File: src/rtl/systick_pkg.sv
package systick_pkg;

  // Register selected by a bus access
  typedef enum logic [1:0] {
    SEL_NONE = 2'd0,
    SEL_CTRL = 2'd1,
    SEL_LOAD = 2'd2,
    SEL_CUR  = 2'd3
  } reg_sel_e;

  // Control bit positions visible to software
  localparam int CTL_EN   = 0;
  localparam int CTL_IE   = 1;
  localparam int CTL_SRC  = 2;
  localparam int CTL_FLAG = 16;

  typedef struct packed {
    logic src;  // 1: core clock, 0: external strobe
    logic ie;   // interrupt on wrap
    logic en;   // counting enabled
  } ctrl_t;

endpackage

File: src/rtl/systick_sync.sv
module systick_sync #(
  parameter int STAGES = 2
) (
  input  logic clk,
  input  logic rst,
  input  logic d,
  output logic q
);

  logic [STAGES-1:0] sh;

  generate
    if (STAGES == 1) begin : g_one
      always_ff @(posedge clk) begin
        if (rst) sh <= '0;
        else     sh <= d;
      end
    end else begin : g_chain
      always_ff @(posedge clk) begin
        if (rst) sh <= '0;
        else     sh <= {sh[STAGES-2:0], d};
      end
    end
  endgenerate

  assign q = sh[STAGES-1];

endmodule

File: src/rtl/systick_count.sv
module systick_count #(
  parameter int CW = 24
) (
  input  logic          clk,
  input  logic          rst,
  input  logic          tick,
  input  logic          clr,
  input  logic [CW-1:0] reload,
  output logic [CW-1:0] count,
  output logic          wrap
);

  logic [CW-1:0] cnt;

  always_ff @(posedge clk) begin
    if (rst)       cnt <= '0;
    else if (clr)  cnt <= '0;
    else if (tick) cnt <= (cnt == '0) ? reload : cnt - CW'(1);
  end

  assign count = cnt;
  assign wrap  = tick && !clr && (cnt == CW'(1));

  // a tick on a non-zero count steps down by one
  a_r4_step_down: assert property (@(posedge clk) disable iff (rst)
    (tick && !clr && cnt != '0) |=> (cnt == $past(cnt) - CW'(1)));

  // a tick on zero loads the reload value
  a_r4_reload_at_zero: assert property (@(posedge clk) disable iff (rst)
    (tick && !clr && cnt == '0) |=> (cnt == $past(reload)));

  // a value-register write zeroes the counter
  a_r5_clear: assert property (@(posedge clk) disable iff (rst)
    clr |=> (cnt == '0));

  // zero reload keeps a zero counter at zero
  a_r8_zero_reload_holds: assert property (@(posedge clk) disable iff (rst)
    (cnt == '0 && reload == '0) |=> (cnt == '0));

  // no tick, no clear, no movement
  a_r10_hold_when_idle: assert property (@(posedge clk) disable iff (rst)
    (!tick && !clr) |=> $stable(cnt));

endmodule

File: src/rtl/systick_regs.sv
module systick_regs
  import systick_pkg::*;
#(
  parameter int          AW   = 32,
  parameter int          DW   = 32,
  parameter int          CW   = 24,
  parameter logic [AW-1:0] BASE = 32'hE000E010
) (
  input  logic          clk,
  input  logic          rst,
  input  logic          wr_en,
  input  logic          rd_en,
  input  logic [AW-1:0] addr,
  input  logic [DW-1:0] wdata,
  input  logic [CW-1:0] count,
  input  logic          wrap,
  output ctrl_t         ctrl,
  output logic [CW-1:0] reload,
  output logic          clr,
  output logic [DW-1:0] rdata
);

  localparam logic [AW-1:0] A_CTRL = BASE;
  localparam logic [AW-1:0] A_LOAD = BASE + AW'(4);
  localparam logic [AW-1:0] A_CUR  = BASE + AW'(8);

  reg_sel_e sel;
  logic     flag;
  logic [DW-1:0] rd_mux;
  logic     unused_wbits;

  always_comb begin
    if      (addr == A_CTRL) sel = SEL_CTRL;
    else if (addr == A_LOAD) sel = SEL_LOAD;
    else if (addr == A_CUR)  sel = SEL_CUR;
    else                     sel = SEL_NONE;
  end

  assign clr = wr_en && (sel == SEL_CUR);
  assign unused_wbits = ^{wdata[DW-1:CW]};

  always_ff @(posedge clk) begin
    if (rst) begin
      ctrl   <= '0;
      reload <= '0;
    end else if (wr_en) begin
      if (sel == SEL_CTRL) ctrl <= ctrl_t'({wdata[CTL_SRC], wdata[CTL_IE], wdata[CTL_EN]});
      if (sel == SEL_LOAD) reload <= wdata[CW-1:0];
    end
  end

  always_ff @(posedge clk) begin
    if (rst)                                      flag <= 1'b0;
    else if (wrap)                                flag <= 1'b1;
    else if (clr || (rd_en && sel == SEL_CTRL))   flag <= 1'b0;
  end

  always_comb begin
    rd_mux = '0;
    case (sel)
      SEL_CTRL: begin
        rd_mux[CTL_EN]   = ctrl.en;
        rd_mux[CTL_IE]   = ctrl.ie;
        rd_mux[CTL_SRC]  = ctrl.src;
        rd_mux[CTL_FLAG] = flag;
      end
      SEL_LOAD: rd_mux[CW-1:0] = reload;
      SEL_CUR:  rd_mux[CW-1:0] = count;
      default:  rd_mux = '0;
    endcase
  end

  always_ff @(posedge clk) begin
    if (rst)        rdata <= '0;
    else if (rd_en) rdata <= rd_mux;
    else            rdata <= '0;
  end

  // a wrap always leaves the flag set
  a_r6_flag_set: assert property (@(posedge clk) disable iff (rst)
    wrap |=> flag);

  // the read bus is quiet when no read was issued
  a_r2_rdata_idle: assert property (@(posedge clk) disable iff (rst)
    !rd_en |=> (rdata == '0));

  // masked fields never show upper bits
  a_r3_upper_zero: assert property (@(posedge clk) disable iff (rst)
    (rd_en && sel != SEL_CTRL) |=> (rdata[DW-1:CW] == '0));

endmodule

File: src/rtl/systick_timer.sv
module systick_timer
  import systick_pkg::*;
#(
  parameter int            AW          = 32,
  parameter int            DW          = 32,
  parameter int            CW          = 24,
  parameter int            SYNC_STAGES = 2,
  parameter logic [AW-1:0] BASE        = 32'hE000E010
) (
  input  logic          clk,
  input  logic          rst,
  input  logic          bus_wr,
  input  logic          bus_rd,
  input  logic [AW-1:0] bus_addr,
  input  logic [DW-1:0] bus_wdata,
  output logic [DW-1:0] bus_rdata,
  input  logic          ref_tick,
  output logic          irq
);

  ctrl_t         ctrl;
  logic [CW-1:0] reload;
  logic [CW-1:0] count;
  logic          clr;
  logic          wrap;
  logic          ref_s;
  logic          tick;

  systick_sync #(.STAGES(SYNC_STAGES)) u_sync (
    .clk (clk),
    .rst (rst),
    .d   (ref_tick),
    .q   (ref_s)
  );

  systick_regs #(.AW(AW), .DW(DW), .CW(CW), .BASE(BASE)) u_regs (
    .clk    (clk),
    .rst    (rst),
    .wr_en  (bus_wr),
    .rd_en  (bus_rd),
    .addr   (bus_addr),
    .wdata  (bus_wdata),
    .count  (count),
    .wrap   (wrap),
    .ctrl   (ctrl),
    .reload (reload),
    .clr    (clr),
    .rdata  (bus_rdata)
  );

  assign tick = ctrl.en && (ctrl.src || ref_s);

  systick_count #(.CW(CW)) u_count (
    .clk    (clk),
    .rst    (rst),
    .tick   (tick),
    .clr    (clr),
    .reload (reload),
    .count  (count),
    .wrap   (wrap)
  );

  always_ff @(posedge clk) begin
    if (rst) irq <= 1'b0;
    else     irq <= wrap && ctrl.ie;
  end

  // the request lasts one cycle
  a_r7_irq_one_cycle: assert property (@(posedge clk) disable iff (rst)
    irq |=> !irq);

  // no request without interrupt enable at the wrap
  a_r7_irq_needs_ie: assert property (@(posedge clk) disable iff (rst)
    (wrap && !ctrl.ie) |=> !irq);

  // external source with a low synchronised strobe freezes the count
  a_r9_ext_gate: assert property (@(posedge clk) disable iff (rst)
    (!ctrl.src && !ref_s && !clr) |=> $stable(count));

endmodule

File: config.mk
export PLATFORM = sky130hd
export DESIGN_NAME = systick_timer
export DESIGN_NICKNAME = d
export VERILOG_FILES = /design/src/rtl/systick_pkg.sv /design/src/rtl/systick_sync.sv /design/src/rtl/systick_count.sv /design/src/rtl/systick_regs.sv /design/src/rtl/systick_timer.sv
export SDC_FILE = /design/constraint.sdc
export NUM_CORES = 1
export LEC_CHECK = 0
export BUFFER_PORTS_ARGS = -buffer_cell sky130_fd_sc_hd__buf_2
export CAP_MARGIN = 5
export CORE_ASPECT_RATIO = 0.7
export CORE_UTILIZATION = 30
export CTS_CLUSTER_DIAMETER = 60
export DETAILED_ROUTE_END_ITERATION = 8
export GPL_TIMING_DRIVEN = 0
export PLACE_DENSITY = 0.48
export RECOVER_POWER = 50
export SETUP_SLACK_MARGIN = 0.4
export SYNTH_ARGS = -nofsm -noshare
export SYNTH_HDL_FRONTEND = slang
export SYNTH_SLANG_ARGS = --single-unit
File: constraint.sdc
create_clock -name clk -period 4.3 [get_ports clk]
set_input_delay 0.215 -clock clk [delete_from_list [all_inputs] [get_ports clk]]
set_output_delay 0.215 -clock clk [all_outputs]
set_load 0.03 [all_outputs]
### Word level (Yosys, flattened, before mapping)

Cells that the tools add are included.

* output and inout port bits: 33
* register bits: 87
* logic and storage cells: 44

* multiplexer cells: 10
* bitwise logic cells: 1
* reduce and logical (&&, ||, !) cells: 15
* eq/ne operators: 7
* add/sub/neg operators: 1

Operator list (number)
* equality test 32 bit (second input constant): 3
* case mux 13 bit (2 select lines): 1
* equality test 24 x 1 -> 1 bit (second input constant): 1
* zero test 24 bit: 1
* two-way mux 24 bit: 1
* subtractor 24 x 1 -> 24 bit (second input constant): 1
* case mux 7 bit (2 select lines): 1
* case mux 3 bit (3 select lines): 1
* logical AND 1 bit: 6
* two-way mux 2 bit: 3
* equality test 2 bit (second input constant): 2
* AND reduction 2 bit: 2
* OR reduction 2 bit: 2
* case mux 1 bit (3 select lines): 1
* equality test 2 x 1 -> 1 bit (second input constant): 1
* logical OR 1 bit: 2
* two-way mux 1 bit: 2
* nonzero test 2 bit: 1
* zero test 1 bit: 1
* inverter 1 bit: 1

### Depth between registers and ports, before layout

Gate-level depths: netlist (run 1).

* depth in word-level cells: 10
* gate-level depth with buffers: 9

### Modules after synthesis

From an unflattened synthesis (run 1), not the netlist that was laid out.

* cell total of the unflattened synthesis: 484
* area total of the unflattened synthesis: 4206.5 sq um

By module, submodules not included
* systick_regs: cells an instance 281, area each 2544.9 sq um, times used 1, seq. area each 1041.0 sq um
* systick_count: cells an instance 196, area each 1572.8 sq um, times used 1, seq. area each 480.5 sq um
* systick_sync: cells an instance 4, area each 52.6 sq um, times used 1, seq. area each 40.0 sq um
* systick_timer: cells an instance 3, area each 36.3 sq um, times used 1, seq. area each 20.0 sq um

### Worst setup path before layout (run 1)

Ideal clock, no wire load.

* path type: reg-to-reg
* from: register u_count.cnt[9] (netlist: u_count.count[9])
* to: register u_count.cnt[19] (netlist: u_count.count[19])
* arrival: 1.867 ns
* data required time: 4.180 ns
* cell stages (with the launch flop): 6
* path slack: 2.313 ns
* setup time: 0.120 ns
* path through: dfxtp_1 > or4_1 > or3_1 > nor3_2 > a41oi_1 > o31a_1

* longest elaborated chain between the ends: 2
* elaborated cells between the ends (all ways): 3

RTL lines
* start, declared: RTL line systick_count.sv:13 `logic [CW-1:0] cnt;`
* start signal, assigned: RTL line systick_count.sv:18 `else if (tick) cnt <= (cnt == '0) ? reload : cnt - CW'(1);`
* subtractor 24 x 1 -> 24 bit / zero test 24 bit (equally long branches): RTL line systick_count.sv:18
* two-way mux 24 bit (*): RTL line systick_count.sv:18

Every way passes the cells marked *; elsewhere a longest branch is shown, timed or not.
A chain may end at the register's enable or synchronous reset.

### Worst setup path in the final report (run 1)

* from: register, netlist name u_regs.ctrl[2]
* to: register u_count.cnt[16] (netlist: u_count.count[16])

* longest elaborated chain between the ends: 2

RTL lines
* logical OR 1 bit: RTL line systick_timer.sv:51 `assign tick = ctrl.en && (ctrl.src || ref_s);`
* logical AND 1 bit: RTL line systick_timer.sv:51

No other way between the ends.

==> flow_metrics.env, run 1 <==
export IMPL_run_status="completed"
export IMPL_crit_required_ns=4.57
export IMPL_ant_nets=0
export IMPL_antenna_cells=0
export IMPL_cts_htree_levels=3
export IMPL_synth_async_reset_ratio=0
export IMPL_slowest_stage="o21ai_0"
export IMPL_syn2layout_area_growth_pct=24.8
export IMPL_vias_per_cell=5.13
export IMPL_ys_flop_type="dfxtp_1"
export IMPL_grt_util_all_layers=0.192
export IMPL_tns_ns=0
export IMPL_routedWlPerCell_um=17.0
export IMPL_max_slew_worst_pin_slew_ns=1.16
export IMPL_crit_type="flip-flop to flip-flop"
export IMPL_wirelength_um=11800
export IMPL_vias=3546
export IMPL_cellPowerDensity_nw_per_um2=360
export IMPL_postSynthAreaPerCell_um2=8.74
export IMPL_portBuffers=83
export IMPL_clockBufferDepth=2
export IMPL_syn_area_um2=3740
export IMPL_layout_commonest_cell="dfxtp_1"
export IMPL_seqPwrFrac=0.437
export IMPL_holdPathStages=2
export IMPL_die_area_um2=12900
export IMPL_drv_cap=0
export IMPL_critPathTopFamily="compound AO/OA/AOI/OAI gates"
export IMPL_clk_pin_slew_ns=0.06
export IMPL_holdCritPathClass="primary input to flip-flop"
export IMPL_setup_viol=0
export IMPL_p_int_uw=1330
export IMPL_dr_pass1_iters=5
export IMPL_die_width_um=135
export IMPL_grt_max_degree=14
export IMPL_cts_root_buf="clkbuf_16"
export IMPL_cts_resized=0
export IMPL_cpPeakStageDelay_ns=0.75
export IMPL_synth_seq_area_share=0.423
export IMPL_worst_ep_arrival_time_ns=2.96
export IMPL_crit_path_max_fanout=10
export IMPL_worstRegToRegCells=5
export IMPL_reg2reg_to="u_count.count[16]$_SDFFE_PP0P_"
export IMPL_hold_end="u_sync.sh[0]$_SDFF_PP0_"
export IMPL_grt_pass1_vias=3369
export IMPL_multi_input_area_um2=1960
export IMPL_hold_start="ref_tick"
export IMPL_rsz0062_at_grt="false"
export IMPL_p_switching_uw=348
export IMPL_power_frac_clock=0.523
export IMPL_fin_skew_ns=0.00877
export IMPL_switching_share=0.207
export IMPL_maxSlewHeadroom=0.218
export IMPL_insertion_delay_ns=0.35
export IMPL_synthCells=428
export IMPL_cts_sinks=79
export IMPL_period_minus_slack_ns=2.69
export IMPL_fp_row_count=33
export IMPL_crit_path_frequent_cell="clkbuf_1"
export IMPL_grt_overflow_total=0
export IMPL_num_fill_cells=1240
export IMPL_drv_slew=0
export IMPL_irDropWorstVdd_mv=0.188
export IMPL_p_comb_frac=0.041
export IMPL_drt_first_iter_violations=205
export IMPL_crit_chain="o21ai_0, clkbuf_1, clkbuf_1, a2bb2oi_1, a31oi_4"
export IMPL_final_nets=601
export IMPL_place_congestion=0.893
export IMPL_fmax_mhz=372
export IMPL_hpwl_um=8460
export IMPL_antenna_found_initial=0
export IMPL_ff_latch_area_um2=1580
export IMPL_core_region_area_um2=11900
export IMPL_synth_edf_count=0
export IMPL_reg2reg_from="u_regs.ctrl[2]$_SDFFE_PP0P_"
export IMPL_io_pins=102
export IMPL_timing_hold_ws_ns=0.0876
export IMPL_worstPathBufferInverterCount=2
export IMPL_synth_seq_cells=79
export IMPL_cts_hold_buffers=0
export IMPL_cts_tree="done"
export IMPL_ys_warn_count=0
export IMPL_start_kind="flip-flop"
export IMPL_period_share=0.625
export IMPL_mostFrequentLayoutCells="79 x dfxtp_1, 75 x nor2_1, 60 x buf_2, 51 x clkbuf_1, 31 x mux2i_1"
export IMPL_cp_end_kind="flip-flop"
export IMPL_leakage_uw=0.00168
export IMPL_ys_types=57
export IMPL_start_util=0.314
export IMPL_drc=0
export IMPL_cts_inserted_buffers=9
export IMPL_hold_violations=0
export IMPL_drive_above_1_share=0.184
export IMPL_die_y_um=95.4
export IMPL_grt_pass1_wl_um=18600
export IMPL_cts_setup_buffers=0
export IMPL_r2r_slack_ns=1.61
[flip-flops by register name, summed over array words and instances (netlist names)]
name and cells:
u_count.count 24, u_regs.rdata 24, u_regs.reload 24, u_regs.ctrl 3, u_sync.sh 2, irq 1, u_regs.flag 1
[per-stage QoR]
| step | utilization | setup slack (ns) | std cells | power (uW) | cell area, um2 |
|---|---|---|---|---|---|
| floorplan | - | 2.31 | 435 | 783 | 3770 |
| global placement | 0.367 | 1.58 | 675 | 817 | 4380 |
| detailed placement | 0.367 | 1.67 | 675 | 819 | 4380 |
| CTS | 0.396 | 1.65 | 691 | 1690 | 4720 |
| global route | 0.391 | 1.34 | 691 | 1730 | 4670 |
| finish | 0.391 | 1.61 | 691 | 1680 | 4670 |
[layer usage]
| metal | GRT usage | share of wire | vias to the layer above |
|---|---|---|---|
| li1 | - | - | 1756 |
| met5 | 0 | 0 | - |
| met3 | 0.0478 | 0.058 | 20 |
| met1 | 0.268 | 0.51 | 1650 |
| met4 | 0.0712 | 0.022 | 0 |
| met2 | 0.284 | 0.40 | 120 |
[cell type report]
type | instances | share of cell area
sequential | 79 | 0.339
clock inverter | 5 | 0.0228
clock buffer | 11 | 0.0498
timing repair buffer | 83 | 0.0820
multi-input combinational | 310 | 0.419
buffer | 36 | 0.0378
inverter | 10 | 0.00804
tap | 157 | 0.0421
[cells in the mapped netlist (all sizes together), types with 3 or more instances]
master    n  share of area
a31oi    10          0.021
inv      10          0.010
nor4b     5          0.013
nand2    17          0.017
nand4b    3         0.0070
buf      16          0.029
a221oi    5          0.012
nor2b     3         0.0050
or2       3         0.0057
a22oi    24          0.048
nor4     14          0.031
nand4     6          0.012
mux2i    31          0.083
or4       7          0.015
or3      10          0.017
a21oi    11          0.015
dfxtp    79           0.42
o21ai    11          0.015
o2bb2ai   3         0.0070
nand3    13          0.021
ha        3          0.010
nor3     22          0.032
nor2     75          0.075
clkbuf   20          0.020
[worst register-to-register path, stage by stage, from the launching register on]
cell,delay [ns]
dfxtp_1,0.34
o21ai_0,0.75
clkbuf_1,0.57
clkbuf_1,0.54
a2bb2oi_1,0.20
a31oi_4,0.20
[cell families after synthesis]
group,synth area share
muxes,0.0829
adders and majority gates,0.0100
DFF,0.423
and+or+nand+nor,0.267
AOI/OAI and AO/OA,0.157
other,0.00100
buffers and inverters,0.0588
[power by group through the flow]
stage | logic, uW | registers, uW | clock network [uW]
after floorplan | 33.5 | 749 | 0
after global placement | 67.9 | 749 | 0
after detailed placement | 69.3 | 749 | 0
after CTS | 69.6 | 733 | 891
after global routing | 74.8 | 733 | 920
final | 68.6 | 733 | 877
[worst max-delay path by stage]
stage	cells after the start	from	endpoint	slack, ns
after floorplan	5	u_count.count[9]$_SDFFE_PP0P_	u_count.count[19]$_SDFFE_PP0P_	2.31
after global placement	5	u_regs.ctrl[2]$_SDFFE_PP0P_	u_count.count[16]$_SDFFE_PP0P_	1.58
after detailed placement	5	u_regs.ctrl[2]$_SDFFE_PP0P_	u_count.count[16]$_SDFFE_PP0P_	1.67
after CTS	5	u_regs.ctrl[2]$_SDFFE_PP0P_	u_count.count[16]$_SDFFE_PP0P_	1.65
after global routing	7	bus_addr[7]	u_regs.reload[15]$_SDFFE_PP0P_	1.34
final	5	u_regs.ctrl[2]$_SDFFE_PP0P_	u_count.count[16]$_SDFFE_PP0P_	1.61
(Power assumes the default switching activity.)
==> run 2, diff against run 1 <==
ABC_AREA = 1   (was default)
PLACE_DENSITY = 0.47   (was 0.48)
clock period = 2.6 ns   (was 4.3 ns; I/O delays follow)
==> run 2 against run 1 <==
Clock power is 44% higher. Die area grew 11%. Via count up 23%. Clock-buffer cell count down 1. Combinational power is 75% higher. Largest power group unchanged.
==> flow_metrics.env, run 2 <==
export IMPL_cts_inserted_buffers=9
export IMPL_cts_root_buf="clkbuf_16"
export IMPL_cpPeakStageDelay_ns=0.54
export IMPL_cellPowerDensity_nw_per_um2=510
export IMPL_met2WireLength_um=5480
export IMPL_p_int_uw=2000
export IMPL_io_pins=102
export IMPL_grt_overflow_total=0
export IMPL_fmax_mhz=506
export IMPL_grt_util_all_layers=0.198
export IMPL_hpwl_um=10300
export IMPL_yosysMostFrequentCell="nand2_1"
export IMPL_fin_skew_ns=0.00876
export IMPL_syn_area_um2=4160
export IMPL_ant_nets=0
export IMPL_synth_seq_cells=79
export IMPL_layout_commonest_cell="nand2_1"
export IMPL_yosysTopAreaCellShare=0.380
export IMPL_wl_met3_um=644
export IMPL_wirelength_um=13200
export IMPL_drt_first_iter_violations=335
export IMPL_die_area_um2=14300
export IMPL_die_width_um=143
export IMPL_vias=4376
export IMPL_wl_met1_um=6980
export IMPL_run_status="completed"
export IMPL_drive_above_1_share=0.154
export IMPL_irDropWorstVdd_mv=0.329
export IMPL_hold_violations=0
export IMPL_vias_per_cell=4.81
export IMPL_holdCritPathClass="primary input to flip-flop"
export IMPL_portBuffers=84
export IMPL_clk_pin_slew_ns=0.06
export IMPL_synth_edf_count=0
export IMPL_crit_required_ns=2.83
export IMPL_antenna_cells=0
export IMPL_place_ws_ns=0.492
export IMPL_syn2layout_area_growth_pct=22.1
export IMPL_period_minus_slack_ns=1.97
export IMPL_max_slew_worst_pin_slew_ns=0.647
export IMPL_cts_sinks=79
export IMPL_synth_async_reset_ratio=0
export IMPL_leakage_uw=0.00206
export IMPL_cts_htree_levels=3
export IMPL_ys_top_cells_by_area="dfxtp_1 38%, nand2_1 16%, a21oi_1 8.9%"
export IMPL_ys_types=34
export IMPL_critPathTopFamily="simple AND/OR/NAND/NOR gates"
export IMPL_synthCells=618
export IMPL_switching_share=0.227
export IMPL_drc=0
export IMPL_mostFrequentLayoutCells="176 x nand2_1, 81 x nor2_1, 79 x dfxtp_1, 74 x a21oi_1, 62 x buf_2"
export IMPL_p_comb_frac=0.046
export IMPL_maxSlewHeadroom=0.569
export IMPL_crit_chain="inv_1, ha_1, nand2_1, nor2_1, nand3_1, nand2_1, nand3_1, nand2_1, a21oi_1"
export IMPL_top_layer="met4"
export IMPL_p_switching_uw=588
export IMPL_clockBufferDepth=2
export IMPL_slowest_stage="nor2_1"
export IMPL_final_nets=793
export IMPL_drv_cap=0
export IMPL_core_region_area_um2=13400
export IMPL_netlist_top_cell_by_area="dfxtp_1"
export IMPL_crit_type="flip-flop to flip-flop"
export IMPL_cts_setup_buffers=0
export IMPL_insertion_delay_ns=0.34
export IMPL_grt_pass1_vias=4220
export IMPL_routedWlPerCell_um=14.5
export IMPL_cts_tree="done"
export IMPL_rsz0062_at_grt="false"
export IMPL_start_util=0.311
export IMPL_worstPathBufferInverterCount=1
export IMPL_power_frac_clock=0.486
export IMPL_setup_viol=0
export IMPL_ff_latch_area_um2=1580
export IMPL_cp_end_kind="flip-flop"
export IMPL_multi_input_area_um2=2190
export IMPL_antenna_found_initial=0
export IMPL_dr_pass1_iters=5
export IMPL_place_congestion=0.851
export IMPL_ys_warn_count=0
export IMPL_period_share=0.760
export IMPL_crit_path_max_fanout=7
export IMPL_setup_ws_ns=0.625
export IMPL_grt_max_degree=14
export IMPL_worst_ep_arrival_time_ns=2.20
export IMPL_synth_seq_area_share=0.380
export IMPL_crit_path_frequent_cell="nand2_1"
export IMPL_yosys_top_cells_count="173 x nand2_1, 79 x dfxtp_1, 77 x nor2_1"
export IMPL_num_fill_cells=1509
export IMPL_ys_flop_type="dfxtp_1"
export IMPL_seqPwrFrac=0.468
export IMPL_drv_slew=0
export IMPL_fp_row_count=35
export IMPL_postSynthAreaPerCell_um2=6.73
export IMPL_grt_pass1_wl_um=21800
export IMPL_tns_ns=0
export IMPL_start_kind="flip-flop"
export IMPL_die_y_um=101
## run 2: cell types whose count changed after synthesis, moves of 11 or more
cell	previous run	this run
inv_1	10	44
o211ai_1	0	11
nand4_1	5	30
a22oi_1	24	0
nor4_1	11	0
nor3_1	20	2
a21oi_1	11	74
nand3_1	12	40
nand2_1	17	173
mux2i_1	31	0
## run 2: repair_timing
item / 4_1_cts / 5_1_grt
resized for setup: 0 / 1
endpoints found under the hold margin: 1 / 0
setup endpoints to repair: 0 / 11
hold buffers: 1 / 0
## run 2: layout make-up
cell class / count / share of cell area
Buffer: 34 / 0.0414
Inverter: 46 / 0.0342
Clock inverter: 5 / 0.0116
Sequential cell: 79 / 0.311
Clock buffer: 10 / 0.0451
Tap cell: 185 / 0.0456
Timing Repair Buffer: 85 / 0.0786
Multi-Input combinational cell: 466 / 0.432
## run 2: routing by layer
layer	track usage	up-vias
met4	0.0463	0
li1	-	2216
met2	0.296	106
met3	0.0347	7
met1	0.293	2047
met5	0	-
## run 2: final timing paths
check,from,to,slack [ns],cells past startpoint
min reg2reg,u_sync.sh[0]$_SDFF_PP0_,u_sync.sh[1]$_SDFF_PP0_,0.41,2
min,bus_wdata[20],u_regs.reload[20]$_SDFFE_PP0P_,0.03,3
max,u_count.count[0]$_SDFFE_PP0P_,u_count.count[18]$_SDFFE_PP0P_,0.63,9
max reg2reg,u_count.count[0]$_SDFFE_PP0P_,u_count.count[18]$_SDFFE_PP0P_,0.63,9
## run 2: logic make-up (layout without fill, tap and decap cells)
logic type	count (synthesis)	after routing	synth area share
simple gates	354	354	0.382
xor+xnor	3	3	0.00632
buf+inv	80	180	0.0927
compound gates	98	98	0.129
other cells	1	8	0.000902
fa+ha+maj	3	3	0.00903
flops	79	79	0.380
## run 2: tightest hold or removal path, cell delays in order
cell     delay (ns)
buf_2          0.09
nand2_1        0.05
a21oi_1        0.05
## run 2: power groups by stage
stage          sequential (uW)  clock (uW)  combinational (uW)
2_1_floorplan             1240           0                59.0
3_3_place_gp              1240           0                 117
3_5_place_dp              1240           0                 119
4_1_cts                   1210        1290                 120
5_1_grt                   1210        1340                 133
6_report                  1210        1260                 120
## run 2: through the flow
stage | hold WS [ns] | instances | cell area [um2] | util | power (uW)
4_1_cts | 0.0260 | 910 | 5130 | 0.384 | 2630
3_3_place_gp | 0.344 | 894 | 4840 | 0.362 | 1360
2_1_floorplan | 0.237 | 625 | 4190 | - | 1300
3_5_place_dp | 0.355 | 894 | 4840 | 0.362 | 1360
5_1_grt | 0.0311 | 910 | 5080 | 0.380 | 2680
6_report | 0.0280 | 910 | 5080 | 0.380 | 2590
==> run 3, diff against run 2 <==
ABC_AREA = 0   (was 1)
PLACE_DENSITY = 0.49   (was 0.47)
clock period = 1.8 ns   (was 2.6 ns; I/O delays follow)
==> run 3 against run 2 <==
Die area fell by 9.9%. Total power is 57% higher. Worst setup slack worse by 0.80 ns. Utilization increased by 13 points. Clock-buffer cell count down 1. Sequential power up 44%. Non-clock buffer count up 67. The flow now finishes with violations (negative setup slack). Clock skew fell by 0.00075 ns. Cell count shrank 17%. Sequential share of layout area fell by 4.5 points. Clock power increased by 67%.
==> flow_metrics.env, run 3 (synthesized netlist as in run 1, its figures left out) <==
export IMPL_run_status="finished with violations"
export IMPL_violations="negative setup slack"
export IMPL_fp_row_count=33
export IMPL_cts_root_buf="clkbuf_16"
export IMPL_die_area_um2=12900
export IMPL_grt_max_degree=15
export IMPL_leakage_uw=0.00227
export IMPL_place_ws_ns=-0.582
export IMPL_final_nets=668
export IMPL_clk_pin_slew_ns=0.06
export IMPL_routedWlPerCell_um=17.9
export IMPL_crit_type="flip-flop to flip-flop"
export IMPL_r2r_slack_ns=-0.18
export IMPL_cts_htree_levels=3
export IMPL_p_switching_uw=861
export IMPL_antenna_cells=0
export IMPL_worst_ep_arrival_time_ns=2.21
export IMPL_hold_start="bus_wdata[10]"
export IMPL_switching_share=0.212
export IMPL_period_share=1.10
export IMPL_vias_per_cell=5.27
export IMPL_startpoint="u_count.count[12]$_SDFFE_PP0P_"
export IMPL_crit_path_max_fanout=3
export IMPL_seqPwrFrac=0.428
export IMPL_setup_viol=24
export IMPL_max_slew_worst_pin_slew_ns=0.806
export IMPL_power_uw=4070
export IMPL_portBuffers=83
export IMPL_syn2layout_area_growth_pct=62.6
export IMPL_holdCritPathClass="primary input to flip-flop"
export IMPL_antenna_found_initial=0
export IMPL_power_frac_clock=0.518
export IMPL_worstRegToRegCells=5
export IMPL_p_comb_frac=0.054
export IMPL_ant_nets=0
export IMPL_drive_above_1_share=0.416
export IMPL_vias=3998
export IMPL_hold_violations=0
export IMPL_io_pins=102
export IMPL_grt_pass1_vias=3794
export IMPL_grt_pass1_wl_um=20200
export IMPL_irDropWorstVdd_mv=0.469
export IMPL_wirelength_um=13500
export IMPL_rsz0062_at_grt="true"
export IMPL_die_width_um=135
export IMPL_drv_slew=0
export IMPL_maxSlewHeadroom=0.463
export IMPL_core_region_area_um2=11900
export IMPL_cellPowerDensity_nw_per_um2=669
export IMPL_crit_required_ns=2.03
export IMPL_grt_overflow_total=0
export IMPL_die_y_um=95.4
export IMPL_insertion_delay_ns=0.34
export IMPL_grt_util_all_layers=0.210
export IMPL_fmax_mhz=506
export IMPL_mostFrequentLayoutCells="73 x nor2_1, 64 x dfxtp_1, 58 x buf_2, 36 x clkbuf_1, 33 x buf_4"
export IMPL_place_congestion=0.874
export IMPL_p_int_uw=3210
export IMPL_hold_end="u_regs.reload[10]$_SDFFE_PP0P_"
export IMPL_fin_skew_ns=0.00800
export IMPL_dr_pass1_iters=5
export IMPL_reg2reg_to="u_count.count[19]$_SDFFE_PP0P_"
export IMPL_hpwl_um=8640
export IMPL_reg2reg_from="u_count.count[12]$_SDFFE_PP0P_"
export IMPL_clockBufferDepth=2
export IMPL_holdPathStages=3
export IMPL_design_area_um2=6080
export IMPL_place_area_um2=4580
export IMPL_start_kind="flip-flop"
export IMPL_cp_end_kind="flip-flop"
export IMPL_drc=0
export IMPL_period_minus_slack_ns=1.98
export IMPL_setup_ws_ns=-0.178
export IMPL_start_util=0.314
export IMPL_drt_first_iter_violations=222
export IMPL_layout_commonest_cell="nor2_1"
export IMPL_cts_inserted_buffers=9
export IMPL_drv_cap=0
export IMPL_cts_sinks=79
export IMPL_cts_tree="done"
[run 3: cell count changes in the layout (fill, tap and decap cells not counted), sizes merged, moves of 20 or more]
cell | before | now
a22oi | 0 | 24
nand4 | 30 | 6
mux2i | 0 | 31
inv | 46 | 11
nand3 | 41 | 13
buf | 79 | 120
nor3 | 2 | 22
nand2 | 178 | 17
a21oi | 74 | 11
[run 3: worst max-delay path by stage]
stage | end | slack, ns
3_3_place_gp | u_count.count[16]$_SDFFE_PP0P_ | -0.59
5_1_grt | u_count.count[19]$_SDFFE_PP0P_ | -0.22
4_1_cts | u_count.count[19]$_SDFFE_PP0P_ | -0.15
2_1_floorplan | u_count.count[16]$_SDFFE_PP0P_ | -0.08
3_5_place_dp | u_count.count[16]$_SDFFE_PP0P_ | -0.58
6_report | u_count.count[19]$_SDFFE_PP0P_ | -0.18
[run 3: per-stage QoR]
stage / hold slack, ns / std cells / utilization / setup TNS, ns
after floorplan: 0.218 / 435 / - / -0.163
after global placement: 0.308 / 675 / 0.384 / -14.61
after detailed placement: 0.330 / 675 / 0.384 / -18.10
after CTS: 0.00173 / 744 / 0.480 / -0.968
after global routing: 0.00972 / 758 / 0.510 / -2.95
final: 0.000606 / 758 / 0.510 / -1.66
[run 3: area by class of cell]
| type | instances | area, um2 |
|---|---|---|
| clock inverters | 7 | 120 |
| multi-input cells | 310 | 2530 |
| flip-flops and latches | 79 | 1620 |
| repair buffers | 150 | 1040 |
| plain buffers | 36 | 310 |
| well taps | 157 | 196 |
| fillers | 1111 | 5850 |
| clock buffers | 9 | 225 |
| inverters | 10 | 42.5 |
[run 3: layer usage]
metal | routed length [um] | vias up | GRT usage
met4 | 337 | 0 | 0.0890
met5 | 0 | - | 0
met2 | 5760 | 152 | 0.309
met1 | 6510 | 1905 | 0.294
li1 | - | 1911 | -
met3 | 926 | 30 | 0.0452
[run 3: power by group through the flow]
| stage | sequential (uW) | combinational, uW | clock (uW) |
|---|---|---|---|
| 3_3_place_gp | 1790 | 176 | 0 |
| 3_5_place_dp | 1790 | 180 | 0 |
| 4_1_cts | 1740 | 213 | 2150 |
| 2_1_floorplan | 1790 | 86.6 | 0 |
| 5_1_grt | 1740 | 237 | 2210 |
| 6_report | 1740 | 220 | 2110 |
[run 3: worst max-delay path, stage by stage, from the launching register on]
cell and delay (ns):
dfxtp_4 0.36, or4_4 0.57, or3_4 0.37, nor3_4 0.20
a41oi_2 0.13, o31a_1 0.25
[run 3: repair_timing]
| item | 4_1_cts | 5_1_grt |
|---|---|---|
| resized for setup | 85 | 77 |
| setup endpoints to repair | 70 | 73 |
| pin swaps | 24 | 42 |
| buffers inserted | 31 | 11 |
| hold buffers | 19 | 0 |
| hold endpoints to repair | 19 | 0 |
| cloned | 3 | 3 |
